<file path="src/rtl/xbus_pkg.sv">
// Shared types for the local bus master: bus phase and transfer mode codes.
package xbus_pkg;
    typedef enum logic [2:0] {
        PH_IDLE,
        PH_ADDR,
        PH_SETUP,
        PH_STROBE,
        PH_HOLD
    } xb_phase_t;

    typedef enum logic [1:0] {
        XM_SINGLE = 2'd0,
        XM_BLOCK  = 2'd1,
        XM_BURST  = 2'd2,
        XM_RSVD   = 2'd3
    } xb_mode_t;
endpackage

</file>
<file path="src/rtl/xbus_timer.sv">
// Strobe timer: counts cycles while a data strobe is active and decides when
// the strobe ends (acknowledge and/or programmed length) or times out.
// Assumes run is high exactly during the strobe phase.
module xbus_timer #(
    parameter int TW        = 8,
    parameter int TMO_LIMIT = 256
) (
    input  logic          clk,
    input  logic          rst_n,
    input  logic          run,
    input  logic [TW-1:0] wait_val,
    input  logic          hs,
    input  logic          ack,
    output logic          fin,
    output logic          expire
);
    localparam int CW = $clog2(TMO_LIMIT + 1);

    logic [CW-1:0] cnt;
    logic          wait_zero;
    logic          timer_hit;
    logic          limit_hit;

    // Cycle counter, cleared whenever no strobe is active.
    always_ff @(posedge clk) begin
        if (!rst_n || !run) cnt <= '0;
        else                cnt <= cnt + 1'b1;
    end

    assign wait_zero = (wait_val == '0);
    assign timer_hit = (32'(cnt) + 32'd1) == 32'(wait_val);
    assign limit_hit = (32'(cnt) + 32'd1) == 32'(TMO_LIMIT);

    // End of strobe: acknowledge when handshaking applies, or timer expiry.
    always_comb begin
        fin    = run && ((ack && (hs || wait_zero)) || (!wait_zero && timer_hit));
        expire = run && wait_zero && !ack && limit_hit;
    end
endmodule

</file>
<file path="src/rtl/xbus_seq.sv">
// Transfer sequencer: accepts a command, steps through address, set-up,
// strobe and hold phases per word, and raises completion/error/timeout pulses.
// Assumes fin/expire come from the strobe timer for the current phase.
module xbus_seq
    import xbus_pkg::*;
#(
    parameter int DW = 16,
    parameter int LW = 4,
    parameter int TW = 8
) (
    input  logic          clk,
    input  logic          rst_n,
    input  logic          cmd_we,
    input  logic [DW-1:0] cmd_addr,
    input  logic [LW-1:0] cmd_len,
    input  logic          cmd_read,
    input  logic [1:0]    cmd_mode,
    input  logic          cmd_style,
    input  logic [TW-1:0] cmd_wait,
    input  logic          cmd_hs,
    input  logic [DW-1:0] wr_data,
    input  logic [DW-1:0] ad_i,
    input  logic          fin,
    input  logic          expire,
    output xb_phase_t     phase,
    output logic          style_q,
    output logic          read_q,
    output logic [TW-1:0] wait_q,
    output logic          hs_q,
    output logic [DW-1:0] addr_q,
    output logic [DW-1:0] wdat_q,
    output logic [DW-1:0] rd_data,
    output logic          rd_valid,
    output logic          wr_take,
    output logic          busy,
    output logic          done,
    output logic          err,
    output logic          tmo
);
    localparam logic [DW-1:0] ADDR_STEP = DW'(DW / 8);

    xb_mode_t      mode_q;
    logic [LW-1:0] left_q;
    xb_mode_t      cmd_mode_t;

    assign cmd_mode_t = xb_mode_t'(cmd_mode);

    // Phase stepping, command capture, data capture and status pulses.
    always_ff @(posedge clk) begin
        if (!rst_n) begin
            phase    <= PH_IDLE;
            mode_q   <= XM_SINGLE;
            left_q   <= '0;
            style_q  <= 1'b0;
            read_q   <= 1'b0;
            wait_q   <= '0;
            hs_q     <= 1'b0;
            addr_q   <= '0;
            wdat_q   <= '0;
            rd_data  <= '0;
            rd_valid <= 1'b0;
            done     <= 1'b0;
            err      <= 1'b0;
            tmo      <= 1'b0;
        end else begin
            rd_valid <= 1'b0;
            done     <= 1'b0;
            tmo      <= 1'b0;
            err      <= cmd_we && (phase != PH_IDLE || cmd_mode_t == XM_RSVD);
            case (phase)
                PH_IDLE: begin
                    if (cmd_we && cmd_mode_t != XM_RSVD) begin
                        phase   <= PH_ADDR;
                        mode_q  <= cmd_mode_t;
                        left_q  <= (cmd_mode_t == XM_SINGLE) ? '0 : cmd_len;
                        style_q <= cmd_style;
                        read_q  <= cmd_read;
                        wait_q  <= cmd_wait;
                        hs_q    <= cmd_hs;
                        addr_q  <= cmd_addr;
                    end
                end
                PH_ADDR: begin
                    phase  <= PH_SETUP;
                    wdat_q <= wr_data;
                end
                PH_SETUP: phase <= PH_STROBE;
                PH_STROBE: begin
                    if (expire) begin
                        phase <= PH_IDLE;
                        tmo   <= 1'b1;
                    end else if (fin) begin
                        phase <= PH_HOLD;
                        if (read_q) begin
                            rd_data  <= ad_i;
                            rd_valid <= 1'b1;
                        end
                    end
                end
                PH_HOLD: begin
                    if (left_q == '0) begin
                        phase <= PH_IDLE;
                        done  <= 1'b1;
                    end else begin
                        left_q <= left_q - 1'b1;
                        if (mode_q == XM_BLOCK) begin
                            addr_q <= addr_q + ADDR_STEP;
                            phase  <= PH_ADDR;
                        end else begin
                            phase  <= PH_SETUP;
                            wdat_q <= wr_data;
                        end
                    end
                end
                default: phase <= PH_IDLE;
            endcase
        end
    end

    assign wr_take = (phase == PH_HOLD) && !read_q;
    assign busy    = (phase != PH_IDLE);
endmodule

</file>
<file path="src/rtl/xbus_pins.sv">
// Pin decoder: maps the current phase onto the strobes of the selected style
// and the shared address/data lines; folds the two acknowledge inputs into one.
// Assumes style/read are stable for a whole transfer.
module xbus_pins
    import xbus_pkg::*;
#(
    parameter int DW = 16
) (
    input  xb_phase_t     phase,
    input  logic          style,
    input  logic          read,
    input  logic [DW-1:0] addr,
    input  logic [DW-1:0] wdat,
    input  logic          ready_i,
    input  logic          ack_n_i,
    output logic          ack,
    output logic [DW-1:0] ad_o,
    output logic          ad_oe,
    output logic          latch_en,
    output logic          rd_n,
    output logic          wr_n,
    output logic          hib_n,
    output logic          astb_n,
    output logic          ustb_n,
    output logic          lstb_n,
    output logic          rw_n
);
    logic drive_addr;
    logic drive_data;
    logic strobe;

    // Address/data line selection for the current phase.
    always_comb begin
        drive_addr = (phase == PH_ADDR);
        drive_data = !read && (phase == PH_SETUP || phase == PH_STROBE || phase == PH_HOLD);
        strobe     = (phase == PH_STROBE);
        ad_oe      = drive_addr || drive_data;
        ad_o       = drive_addr ? addr : (drive_data ? wdat : '0);
    end

    // Strobe outputs of the active style; the other style stays idle.
    always_comb begin
        latch_en = 1'b0;
        rd_n     = 1'b1;
        wr_n     = 1'b1;
        hib_n    = 1'b1;
        astb_n   = 1'b1;
        ustb_n   = 1'b1;
        lstb_n   = 1'b1;
        rw_n     = 1'b1;
        if (!style) begin
            latch_en = drive_addr;
            rd_n     = !(strobe && read);
            wr_n     = !(strobe && !read);
            hib_n    = !strobe;
        end else begin
            astb_n = !drive_addr;
            ustb_n = !strobe;
            lstb_n = !strobe;
            rw_n   = (phase == PH_IDLE) ? 1'b1 : read;
        end
    end

    assign ack = style ? !ack_n_i : ready_i;
endmodule

</file>
<file path="src/rtl/xbus_master.sv">
// Dual-style local bus master top: wires the sequencer, strobe timer and pin
// decoder. Assumes a single clock domain and synchronous active-low reset.
module xbus_master #(
    parameter int DW        = 16,
    parameter int LW        = 4,
    parameter int TW        = 8,
    parameter int TMO_LIMIT = 256
) (
    input  logic          clk,
    input  logic          rst_n,
    input  logic          cmd_we,
    input  logic [DW-1:0] cmd_addr,
    input  logic [LW-1:0] cmd_len,
    input  logic          cmd_read,
    input  logic [1:0]    cmd_mode,
    input  logic          cmd_style,
    input  logic [TW-1:0] cmd_wait,
    input  logic          cmd_hs,
    input  logic [DW-1:0] wr_data,
    output logic          wr_take,
    output logic [DW-1:0] rd_data,
    output logic          rd_valid,
    output logic          busy,
    output logic          done,
    output logic          err,
    output logic          tmo,
    output logic [DW-1:0] ad_o,
    output logic          ad_oe,
    input  logic [DW-1:0] ad_i,
    output logic          latch_en,
    output logic          rd_n,
    output logic          wr_n,
    output logic          hib_n,
    input  logic          ready_i,
    output logic          astb_n,
    output logic          ustb_n,
    output logic          lstb_n,
    output logic          rw_n,
    input  logic          ack_n_i
);
    import xbus_pkg::*;

    xb_phase_t     phase;
    logic          style_q, read_q, hs_q, ack, fin, expire;
    logic [TW-1:0] wait_q;
    logic [DW-1:0] addr_q, wdat_q;

    xbus_seq #(.DW(DW), .LW(LW), .TW(TW)) u_seq (
        .clk(clk), .rst_n(rst_n), .cmd_we(cmd_we), .cmd_addr(cmd_addr),
        .cmd_len(cmd_len), .cmd_read(cmd_read), .cmd_mode(cmd_mode),
        .cmd_style(cmd_style), .cmd_wait(cmd_wait), .cmd_hs(cmd_hs),
        .wr_data(wr_data), .ad_i(ad_i), .fin(fin), .expire(expire),
        .phase(phase), .style_q(style_q), .read_q(read_q), .wait_q(wait_q),
        .hs_q(hs_q), .addr_q(addr_q), .wdat_q(wdat_q), .rd_data(rd_data),
        .rd_valid(rd_valid), .wr_take(wr_take), .busy(busy), .done(done),
        .err(err), .tmo(tmo)
    );

    xbus_timer #(.TW(TW), .TMO_LIMIT(TMO_LIMIT)) u_timer (
        .clk(clk), .rst_n(rst_n), .run(phase == PH_STROBE),
        .wait_val(wait_q), .hs(hs_q), .ack(ack), .fin(fin), .expire(expire)
    );

    xbus_pins #(.DW(DW)) u_pins (
        .phase(phase), .style(style_q), .read(read_q), .addr(addr_q),
        .wdat(wdat_q), .ready_i(ready_i), .ack_n_i(ack_n_i), .ack(ack),
        .ad_o(ad_o), .ad_oe(ad_oe), .latch_en(latch_en), .rd_n(rd_n),
        .wr_n(wr_n), .hib_n(hib_n), .astb_n(astb_n), .ustb_n(ustb_n),
        .lstb_n(lstb_n), .rw_n(rw_n)
    );
endmodule

</file>
<file path="config.mk">
export PLATFORM = sky130hd
export DESIGN_NAME = xbus_master
export DESIGN_NICKNAME = d
export VERILOG_FILES = /design/src/rtl/xbus_pkg.sv /design/src/rtl/xbus_timer.sv /design/src/rtl/xbus_seq.sv /design/src/rtl/xbus_pins.sv /design/src/rtl/xbus_master.sv
export SDC_FILE = /design/constraint.sdc
export NUM_CORES = 1
export LEC_CHECK = 0
export ABC_AREA = 1
export BUFFER_PORTS_ARGS = -buffer_cell sky130_fd_sc_hd__buf_2
export CAP_MARGIN = 20
export CELL_PAD_IN_SITES_DETAIL_PLACEMENT = 1
export CELL_PAD_IN_SITES_GLOBAL_PLACEMENT = 1
export CORE_MARGIN = 2
export CORE_UTILIZATION = 33
export DETAILED_ROUTE_END_ITERATION = 8
export PLACE_DENSITY_LB_ADDON = 0.15
export SLEW_MARGIN = 40
export SYNTH_ARGS = -nofsm -noshare
export SYNTH_HDL_FRONTEND = slang
export SYNTH_HIERARCHICAL = 1
export SYNTH_SLANG_ARGS = --single-unit
</file>
<file path="constraint.sdc">
create_clock -name clk -period 2 [get_ports clk]
set_input_delay 0.2 -clock clk [delete_from_list [all_inputs] [get_ports clk]]
set_output_delay 0.2 -clock clk [all_outputs]
set_load 0.03 [all_outputs]
</file>
Word level (Yosys, flattened, before mapping)
Index checks and enable logic that the tools add are counted.
- reductions and logical operators: 44
- muxes and demuxes: 31
- bitwise gates (word level): 4
- add/sub/neg operators: 4
- eq/ne operators: 14
- operators with widths (operator ; count):
    16-bit 2-to-1 mux ; 7
    16-bit case mux with 2 select lines ; 2
    32-bit by 8-bit equality test with 1-bit output ; 1
    32-bit by 9-bit equality test with 1-bit output (second input constant) ; 1
    16-bit by 2-bit adder with 16-bit output (second input constant) ; 1
    3-bit case mux with 5 select lines ; 1
    1-bit logical AND ; 12
    1-bit 2-to-1 mux ; 12
    3-bit 2-to-1 mux ; 4
    4-bit 2-to-1 mux ; 3
    9-bit by 1-bit adder with 10-bit output (second input constant) ; 1
    2-bit inequality test (second input constant) ; 5
    9-bit by 1-bit adder with 9-bit output (second input constant) ; 1
    1-bit zero test ; 9
    8-bit zero test ; 1
    4-bit case mux with 2 select lines ; 1
    2-bit AND reduction ; 4
    4-bit AND reduction ; 2
    1-bit logical OR ; 7
    3-bit by 2-bit equality test with 1-bit output (second input constant) ; 2
    3-bit AND reduction ; 2
    4-bit zero test ; 1
    1-bit NOT ; 4
    2-bit nonzero test ; 2
    11 further kinds ; 11
- input bits: 70
- register bits: 81
- word-level logic and storage cells: 112
- output and inout port bits: 47

Logic depth before layout (Yosys ltp)
Gate-level depths: netlist of the first run.
- depth after elaboration: 8
- mapped depth: 17
- depth with buffers taken out: 16

Hierarchy
The synthesis of the first run kept the hierarchy.
- by module, submodules not included (module ; seq. area each (um^2) ; area each (um^2) ; cells each ; times used):
    xbus_seq ; 1441.4 ; 3175.5 ; 462 ; 1
    xbus_timer ; 180.2 ; 738.2 ; 128 ; 1
    xbus_pins ; 0.0 ; 342.8 ; 72 ; 1
    xbus_master ; 0.0 ; 10.0 ; 2 ; 1

Worst setup path after synthesis of the first run
Ideal clock, no wire load.
- kind: register to register
- start point: register u_timer.cnt[0]
- end point: register u_seq.rd_data[10]
- data required time: 1.884 ns
- arrival: 1.999 ns
- setup time: 0.116 ns
- stages on the path, launching flop included: 18
- path buffers: 1
- slack: -0.115 ns
- period minus slack after synthesis: 2.115 ns
- path through: dfxtp_1 > ha_1 > nand2_2 > nor2_1 > nand2_1 > nand2_1 > nand2_1 > nor3_1 > nand3_1 > nor3_1 > inv_1 > nand2_1 > inv_2 > nand3_4 > inv_2 > buf_6 > nor2_1 > nor2_1
- elaborated cells between the ends (all ways): 9
- those cells by class: add/sub: 1; eq/ne: 2; bitwise: 1; reduce/logical: 5
- RTL lines (item ; RTL line ; source):
    from (decl) ; xbus_timer.sv:19 ; logic [CW-1:0] cnt;
    from (signal assigned) ; xbus_timer.sv:27 ; else cnt <= cnt + 1'b1;
    9-bit by 1-bit adder with 10-bit output ; xbus_timer.sv:32 ; assign limit_hit = (32'(cnt) + 32'd1) == 32'(TMO_LIMIT);
    32-bit by 9-bit equality test with 1-bit output ; xbus_timer.sv:32 ;
    1-bit logical AND ; xbus_timer.sv:37 ; expire = run && wait_zero && !ack && limit_hit;
    net expire ; xbus_master.sv:44 ; logic style_q, read_q, hs_q, ack, fin, expire;
    1-bit NOT (no line) ; -- ;
    4-bit AND reduction (no line) ; -- ;
    to (signal assigned) ; xbus_seq.sv:95 ; rd_data <= ad_i;
    to (decl) ; xbus_seq.sv:32 ; output logic [DW-1:0] rd_data,
The timed path passes the listed nets, and every way through them passes these cells.
A chain may end at the register's enable or synchronous reset.

Worst setup path after layout of the first run
Ends and elaborated chain as after synthesis.

==> impl_metrics.yaml, run 1 <==
placed_design:
  dp_hpwl_um: 11000
  dp_slack_ns: -0.261
  io_buffer_count: 116
  gp_congestion: 0.860
layout:
  nNetsFinal: 882
  fillers: 1718
  syn_to_final_growth_pct: 37.9
  antenna_cells: 0
  drive_gt1_frac: 0.332
logic_synthesis:
  yosys.area.top_type: "dfxtp_1"
  ys_top_cells_by_count: "nor2_1 (154), nand2_1 (149), dfxtp_1 (81), o21ai_0 (63), nand3_1 (61)"
  ys_ff_latch: 81
  syn-num-nets: 737
  synth-edff-count: 0
  synth.most_common_cell: "nor2_1"
  syn_area_per_cell_sq_um: 6.43
  synth_top_area_share: 0.380
  synth-main-ff-cell: "dfxtp_1"
  ys_types: 36
  yosysWarnings: 6
  synth_area_sq_um: 4270
  synth_area_leaders: "dfxtp_1 (38%), nor2_1 (14%), nand2_1 (13%)"
  syn_inst: 664
  async_flop_share: 0
  ys_seq_area_frac: 0.380
setup_path:
  crit_chain: "ha_4 -> nand2_8 -> nor2_4 -> nand2_2 -> nand2_2 -> nand2_2 -> nor3_4 -> nand3_2 -> nor3_4 -> inv_1 -> nand2_1 -> inv_2 -> nand3_4 -> buf_8 -> o21ai_2 -> nor2_1"
  required_ns: 2.29
  cp.buffers_inverters: 3
  rr_startpoint: "u_timer/cnt[0]"
  start_kind: "flip-flop"
  critPathArrivalTime_ns: 2.49
  startpoint: "u_timer/cnt[0]"
  cpPeakStageDelay_ns: 0.37
  cp_max_fo: 7
  crit_slowest_cell: "dfxtp_4"
  cpLargestDelayFamily: "simple AND/OR/NAND/NOR gates"
  path_class: "flip-flop to flip-flop"
  path_common_cell: "nand2_2"
  critPathCaptureType: "flip-flop"
timing:
  setup_viol: 20
  min_period_ns: 2.20
  drv_slew: 0
  fmax_mhz: 454
  setup_slack_ns: -0.204
  worst-slew-pin-transition_ns: 0.637
  whs_ns: 0.0717
  rsz0062_at_grt: "true"
  slew-limit-headroom: 0.575
  hold_viol: 0
  skew_ns: 0.00985
  min_period_over_period: 1.10
floorplanning:
  die_y_um: 118
  core_area_sq_um: 12600
  floorplan.initialDensity: 0.338
  dieArea_sq_um: 13900
  ios: 117
  rows: 41
  fp.dieW_um: 118
detailed_routing:
  final_antenna_net_count: 0
  wirelength_um: 15200
  drtIter0Drc: 229
  firstDrtPassIters: 4
  route.detailed.drc: 0
  post_drt_wl_per_cell_um: 15.4
  vias: 4863
  vias_per_cell: 4.93
grt:
  grt_pass1_wl_um: 24400
  grt_pass1_vias: 5077
  track_usage: 0.217
  grt.overflow.total: 0
  antenna_found_initial: 0
  grt_start_max_net_pins: 30
min_path:
  hp-class: "input pin to flip-flop"
  min_from: "cmd_read"
cts:
  cts_buffers: 9
  cts_tree: "built"
  cts_sinks: 81
  cts_max_level: 3
  cts-root-buf: "clkbuf_16"
  cts_max_path_buffers: 2
  clock_latency_ns: 0.35
  path_clk_slew_ns: 0.07
status:
  status: "complete, but fails checks"
  violations: "setup timing"
power_and_ir_drop:
  p_leak_uw: 0.00272
  peakVddDrop_v: 0.000436
  p_per_area_nw_per_um2: 1000
flow_run:
  max-cap-violations: 0
## cells in the final DEF (no fill, tap or decap), types with 2 or more instances in the layout
master,instances
clkbuf_16,9
nand2_4,3
o21ai_0,46
inv_2,7
o22ai_1,3
nor2_2,10
dfxtp_2,5
nand4_1,7
ha_1,2
o21bai_4,2
nand2_1,136
buf_4,31
nand3_1,55
o21ai_2,17
inv_4,2
buf_2,116
clkinv_4,2
inv_6,4
nor3_2,2
nor3_4,3
nor2_1,144
buf_12,2
buf_8,2
nand3_2,7
nand2_2,19
o21ai_1,3
nor2_4,9
a21oi_1,24
dfxtp_1,75
clkinvlp_4,2
inv_1,45
buf_6,6
## registers in the layout, summed over array words and instances, names as in the netlist
signal          count
u_seq/hs_q          1
u_seq/wdat_q       16
u_seq/wait_q        8
u_seq/done          1
u_seq/phase         3
u_seq/left_q        4
u_seq/read_q        1
u_timer/cnt         9
u_seq/tmo           1
u_seq/style_q       1
u_seq/rd_valid      1
u_seq/rd_data      16
u_seq/err           1
u_seq/addr_q       16
u_seq/mode_q        2
## report_power, final
part	internal, uW	total [uW]	switching, uW
Clock	863	1630	765
Combinational	685	2070	1390
Sequential	1910	2190	277
Total	3460	5890	2430
## kinds of logic after synthesis
| kind of cell | Yosys count | synth area share |
|---|---|---|
| buf+inv | 79 | 0.0845 |
| fa+ha+maj | 3 | 0.00880 |
| simple gates | 402 | 0.405 |
| flops | 81 | 0.380 |
| xor+xnor | 1 | 0.00205 |
| compound gates | 98 | 0.119 |
## through the flow
stage | total power, uW | cell area, sq um | cells | util | setup TNS (ns)
floorplan | 3500 | 4280 | 664 | - | 0
global placement | 4080 | 5160 | 960 | 0.409 | -1.17
detailed placement | 4170 | 5160 | 960 | 0.409 | -3.56
CTS | 5900 | 5670 | 982 | 0.449 | -0.961
global route | 6280 | 5880 | 986 | 0.466 | -5.29
finish | 5890 | 5880 | 986 | 0.466 | -2.75
## worst paths after layout
kind,to,slack (ns),cells after the start
setup reg to reg,u_seq/rd_data[10],-0.20,16
hold reg to reg,u_seq/left_q[3],0.47,2
hold / removal,u_seq/read_q,0.07,3
setup / recovery,u_seq/rd_data[10],-0.20,16
## timing repair
item / in CTS / in global routing
pin swaps: 11 / 18
hold buffers: 0 / 0
setup buffers: 6 / 4
resized for setup: 57 / 49
endpoints found under the setup margin: 20 / 21
## layout make-up
class,count,area [sq um],share of cell area
Inverter,56,225,0.0383
Multi-Input combinational cell,504,2570,0.437
Clock inverter,7,61.3,0.0104
Timing Repair Buffer,157,951,0.162
Tap cell,172,215,0.0366
Sequential cell,81,1630,0.277
Clock buffer,9,225,0.0383
## worst register-to-register path: stages (launching register included)
cell     delay, ns
dfxtp_4       0.37
ha_4          0.19
nand2_8       0.10
nor2_4        0.14
nand2_2       0.08
nand2_2       0.08
nand2_2       0.06
nor3_4        0.13
nand3_2       0.12
nor3_4        0.15
inv_1         0.08
nand2_1       0.09
inv_2         0.06
nand3_4       0.15
buf_8         0.16
o21ai_2       0.07
nor2_1        0.13
## routing by layer
| metal | track usage | vias to the layer above | wire, um |
|---|---|---|---|
| met4 | 0.0836 | 0 | 314 |
| met2 | 0.393 | 122 | 7810 |
| met5 | 0 | - | 0 |
| met1 | 0.253 | 2306 | 6430 |
| li1 | - | 2410 | - |
| met3 | 0.0363 | 25 | 621 |
Note: power is estimated with default switching activity, not from simulation.
==> run 2: changes to the inputs <==
CELL_PAD_IN_SITES_GLOBAL_PLACEMENT = 2   (was 1)
CORE_UTILIZATION = 25   (was 33)
RECOVER_POWER = 25   (was default)
==> run 2 against run 1 <==
  * The run still ends with setup timing left
  * Design area down 0.11%
  * Clock-buffer cell count stayed put
  * Hold slack gained 0.0054 ns
  * Wire length rose by 0.72%
  * Clock skew is 0.0021 ns lower
  * Total power grew 1.7%
  * Register-to-register slack gained 0.06 ns
  * Final cell count increased by 5.5%
  * Utilization down 11 points
  * Fmax increased by 2.9%
  * Critical path depth fell by 1
  * Largest power group unchanged
  * Highest routed layer unchanged
==> impl_metrics.yaml, run 2 (synthesis results as in run 1) <==
timing:
  rsz0062_at_grt: "true"
  drv_slew: 0
  whs_ns: 0.0772
  worst-slew-pin-transition_ns: 0.590
  hold_viol: 0
  setup_viol: 19
  setup_slack_ns: -0.142
  min_period_over_period: 1.07
  slew-limit-headroom: 0.607
  min_period_ns: 2.14
  fmax_mhz: 467
  skew_ns: 0.00774
cts:
  cts-root-buf: "clkbuf_16"
  clock_latency_ns: 0.35
  cts_max_path_buffers: 2
  cts_sinks: 81
  ctsHoldBuffers: 0
  cts_buffers: 9
  path_clk_slew_ns: 0.07
  cts_tree: "built"
  cts_max_level: 3
grt:
  grt.overflow.total: 0
  grt_pass1_wl_um: 25000
  grt_pass1_vias: 5129
  antenna_found_initial: 0
  grt_start_max_net_pins: 29
  track_usage: 0.173
floorplanning:
  dieArea_sq_um: 18100
  fp.dieW_um: 135
  ios: 117
  rows: 47
  core_area_sq_um: 16600
  floorplan.initialDensity: 0.256
  die_y_um: 135
layout:
  antenna_cells: 0
  nNetsFinal: 888
  fin_util: 0.353
  reg_top3: "u_seq/addr_q x16, u_seq/rd_data x16, u_seq/wdat_q x16"
  fin_area_sq_um: 5880
  drive_gt1_frac: 0.299
  fillers: 2151
  fin_cells: 1040
  syn_to_final_growth_pct: 37.7
  final_common_cell: "nor2_1"
  multi_input_area_sq_um: 2490
  mostFrequentLayoutCells: "nor2_1 (151), nand2_1 (139), buf_2 (99)"
  regArea_sq_um: 1630
min_path:
  hp-class: "input pin to flip-flop"
detailed_routing:
  drtIter0Drc: 173
  firstDrtPassIters: 4
  vias_per_cell: 4.65
  post_drt_wl_per_cell_um: 14.7
  final_antenna_net_count: 0
  wirelength_um: 15300
  route.detailed.drc: 0
  vias: 4837
setup_path:
  start_kind: "flip-flop"
  required_ns: 2.24
  cp_max_fo: 7
  critPathArrivalTime_ns: 2.39
  critPathCaptureType: "flip-flop"
  path_class: "flip-flop to flip-flop"
status:
  status: "complete, but fails checks"
  violations: "setup timing"
placed_design:
  gp_congestion: 0.808
  dpl.cell_count: 1014
  dp_hpwl_um: 11700
  placed_area_sq_um: 5260
  dp_slack_ns: -0.224
  io_buffer_count: 116
flow_run:
  max-cap-violations: 0
power_and_ir_drop:
  peakVddDrop_v: 0.000507
  p_leak_uw: 0.00267
  p_per_area_nw_per_um2: 1020
==> run 2: cell types whose count changed in the layout (fill, tap and decap cells not counted), moves of 3 or more <==
cell	delta
buf_2	-17
buf_4	+6
clkbuf_1	+17
nand2_1	+3
nand2_2	-3
nand3_1	+3
nand3_2	-3
nor2_1	+7
nor2_2	-3
nor2_4	-4
==> run 2: layout make-up <==
cell class	instances	area share
repair buffers	163	0.164
clock buffers	9	0.0383
well taps	220	0.0468
multi-input cells	504	0.423
flip-flops and latches	81	0.278
clock inverters	7	0.0130
inverters	56	0.0366
==> run 2: final timing paths <==
path	startpoint	end	slack, ns	depth (start not counted)
min	cmd_wait[6]	u_seq/wait_q[6]	0.08	3
max reg2reg	u_timer/cnt[0]	u_seq/rd_data[14]	-0.14	15
max	u_timer/cnt[0]	u_seq/rd_data[14]	-0.14	15
min reg2reg	u_seq/mode_q[1]	u_seq/mode_q[1]	0.46	2
==> run 2: repair_timing <==
action                                  4_1_cts  5_1_grt
pin swaps                                    11       20
setup buffers                                 5        6
endpoints found under the setup margin       29       20
resized for setup                            45       38
==> run 2: critical path, stage by stage (launching register included) <==
cell and delay (ns):
dfxtp_4 0.36, ha_4 0.18, nand2_8 0.09, nor2_4 0.05, nand2_2 0.09, buf_6 0.10
nand3_1 0.05, nand2_1 0.06, nand2_1 0.07, nor2_2 0.14, nand3_1 0.10, a21oi_2 0.22
nand3_4 0.16, buf_8 0.20, o21ai_4 0.11, nor2_1 0.06
==> run 2: metrics by stage <==
step,setup TNS (ns),total power [uW]
2_1_floorplan,0,3500
5_1_grt,-4.56,6420
3_3_place_gp,-2.09,4170
6_report,-2.00,5990
3_5_place_dp,-3.85,4220
4_1_cts,-1.83,6050
==> run 2: report_power, final <==
group / switching (uW) / internal, uW
Clock: 768 / 980
Combinational: 1380 / 702
Sequential: 253 / 1910
Total: 2400 / 3590
==> run 2: per-layer routing <==
layer | vias up | GRT usage | wire length, um
li1 | 2429 | - | -
met1 | 2290 | 0.214 | 6930
met2 | 102 | 0.302 | 7470
met3 | 16 | 0.0289 | 643
met4 | 0 | 0.0614 | 251
met5 | - | 0 | 0
==> run 3: changes to the inputs <==
ABC_AREA = 0   (was 1)
CORE_UTILIZATION = 28   (was 25)
==> run 3 against run 2 <==
  * The run still ends with setup timing left
  * Sequential power is 18% lower
  * Setup slack worse by 0.29 ns
  * Utilization grew 6.7 points
  * Register-to-register slack got worse by 0.29 ns
  * Fmax decreased by 12%
  * Critical path type unchanged
  * Highest routed layer unchanged
==> impl_metrics.yaml, run 3 <==
status:
  status: "complete, but fails checks"
  violations: "setup timing"
logic_synthesis:
  yosys.area_share.simple: 0.291
  synth_fa_ha_area_frac: 0.00784
  syn-num-nets: 636
  ys_ff_latch: 81
  yosysWarnings: 6
  synth_area_leaders: "dfxtp_1 (34%), a21oi_1 (4.8%), nand2_1 (4.2%)"
  synth.most_common_cell: "dfxtp_1"
  ys_seq_area_frac: 0.339
  synth_top_area_share: 0.339
  synth_area_sq_um: 4790
  syn_area_per_cell_sq_um: 8.50
  synth_xor_xnor_area_share: 0.0275
  synth_top_family_by_area: "simple AND/OR/NAND/NOR gates"
  synth_mux_area_frac: 0.0400
  yosys.area.top_type: "dfxtp_1"
  ys_top_cells_by_count: "dfxtp_1 (81), nand2_1 (54), a21oi_1 (46), nor2_1 (44), nand3_1 (36)"
  synth_compound_area_frac: 0.232
  synth-main-ff-cell: "dfxtp_1"
  syn_inst: 563
  synth-edff-count: 0
  ys_types: 78
  async_flop_share: 0
layout:
  nNetsFinal: 799
  final_common_cell: "buf_2"
  fin_cells: 951
  mostFrequentLayoutCells: "buf_2 (98), dfxtp_1 (73), buf_4 (62)"
  fin_util: 0.420
  antenna_cells: 0
  syn_to_final_growth_pct: 46.0
  fillers: 1939
  reg_top3: "u_seq/addr_q x16, u_seq/rd_data x16, u_seq/wdat_q x16"
  drive_gt1_frac: 0.399
placed_design:
  dp_hpwl_um: 11700
  io_buffer_count: 116
  gp_congestion: 0.813
  dpl.cell_count: 906
floorplanning:
  die_y_um: 135
  ios: 117
  floorplan.initialDensity: 0.288
  core_area_sq_um: 16600
  fp.dieW_um: 135
  rows: 47
  dieArea_sq_um: 18200
timing:
  drv_slew: 0
  setup_slack_ns: -0.429
  worst-slew-pin-transition_ns: 0.785
  min_period_ns: 2.43
  fmax_mhz: 412
  hold_viol: 0
  skew_ns: 0.00646
  setup_viol: 27
  rsz0062_at_grt: "true"
  min_period_over_period: 1.21
  slew-limit-headroom: 0.476
detailed_routing:
  vias: 5046
  wirelength_um: 18400
  drtIter0Drc: 276
  post_drt_wl_per_cell_um: 19.3
  vias_per_cell: 5.31
  route.detailed.drc: 0
  firstDrtPassIters: 4
  final_antenna_net_count: 0
min_path:
  hp-class: "input pin to flip-flop"
  min_delay_path_depth: 3
  hold_end: "u_seq/err"
  min_from: "cmd_we"
cts:
  cts-root-buf: "clkbuf_16"
  clock_latency_ns: 0.35
  cts_max_path_buffers: 2
  cts_buffers: 9
  path_clk_slew_ns: 0.07
  cts_tree: "built"
  cts_sinks: 81
  cts_max_level: 3
grt:
  antenna_found_initial: 0
  grt.overflow.total: 0
  grt_pass1_wl_um: 29100
  track_usage: 0.205
  grt_start_max_net_pins: 40
  grt_pass1_vias: 5240
power_and_ir_drop:
  peakVddDrop_v: 0.000472
  p_leak_uw: 0.00271
  p_total_uw: 4640
  p_per_area_nw_per_um2: 663
setup_path:
  critPathArrivalTime_ns: 2.66
  path_class: "flip-flop to flip-flop"
  start_kind: "flip-flop"
  rr_startpoint: "u_timer/cnt[0]"
  cp_max_fo: 5
  required_ns: 2.23
  ff2ff_setup_slack_ns: -0.43
  r2r-end: "u_seq/rd_data[10]"
  reg2reg_depth: 10
  critPathCaptureType: "flip-flop"
flow_run:
  max-cap-violations: 0
==> run 3: worst max-delay path by stage <==
stage / start / cells past startpoint / endpoint
after global placement: u_timer/cnt[0] / 10 / u_seq/rd_data[10]
after CTS: u_timer/cnt[1] / 10 / u_seq/rd_data[11]
after global routing: u_timer/cnt[0] / 10 / u_seq/rd_data[3]
after detailed placement: u_timer/cnt[0] / 10 / u_seq/rd_data[11]
after floorplan: u_timer/cnt[3] / 11 / u_seq/rd_data[10]
final: u_timer/cnt[0] / 10 / u_seq/rd_data[10]
==> run 3: metal layers <==
metal,GRT usage,vias to the layer above,part of all wire
li1,-,2417,-
met1,0.290,2464,0.48
met2,0.320,139,0.45
met3,0.0315,26,0.050
met4,0.0643,0,0.017
met5,0,-,0
==> run 3: report_power, final <==
part,leakage [uW],total [uW],switching (uW),internal (uW)
Clock,0.000149,1790,792,996
Sequential,0.000664,1780,83.3,1700
Combinational,0.00189,1070,606,462
Total,0.00271,4640,1480,3150
==> run 3: cell type report <==
cell class                 instances  area [sq um]  share of cell area
sequential                        81          1640               0.235
clock inverter                     7          83.8              0.0120
timing repair buffer             198          1520               0.218
clock buffer                       9           225              0.0322
tap                              220           275              0.0394
inverter                           8          30.0             0.00430
multi-input combinational        428          3210               0.459
==> run 3: per-stage QoR <==
step                      hold WS [ns]  TNS, ns  worst slack (ns)  cell area (sq um)
after CTS                       0.0678    -6.33            -0.396               6800
after floorplan                  0.316    -4.62            -0.331               4840
after global placement           0.432    -6.88            -0.403               5880
after global routing            0.0754    -9.99            -0.521               6990
final                           0.0835    -7.22            -0.429               6990
after detailed placement         0.447    -7.84            -0.461               5880
==> run 3: what timing repair did <==
item	4_1_cts	5_1_grt
resized for setup	88	22
hold buffers	0	0
buffers inserted	19	5
endpoints found under the setup margin	39	51
cloned	6	2
pin swaps	23	7
==> run 3: cells by family (layout without fill, tap and decap cells) <==
| family | count (synthesis) | count (layout) |
|---|---|---|
| and+or+nand+nor | 237 | 239 |
| AOI/OAI and AO/OA | 152 | 152 |
| DFF | 81 | 81 |
| buffers and inverters | 56 | 222 |
| muxes | 19 | 19 |
| xor gates and xnor gates | 15 | 15 |
| adders and majority gates | 3 | 3 |
==> run 3: worst max-delay path, cell delays in order, from the launching register on <==
cell and delay [ns]:
dfxtp_4 0.38, ha_4 0.17, nand2_2 0.06, or4_4 0.42
a211oi_2 0.22, a211o_1 0.13, a41o_1 0.18, and4b_4 0.33
buf_12 0.16, mux2i_1 0.21, nor2_1 0.06
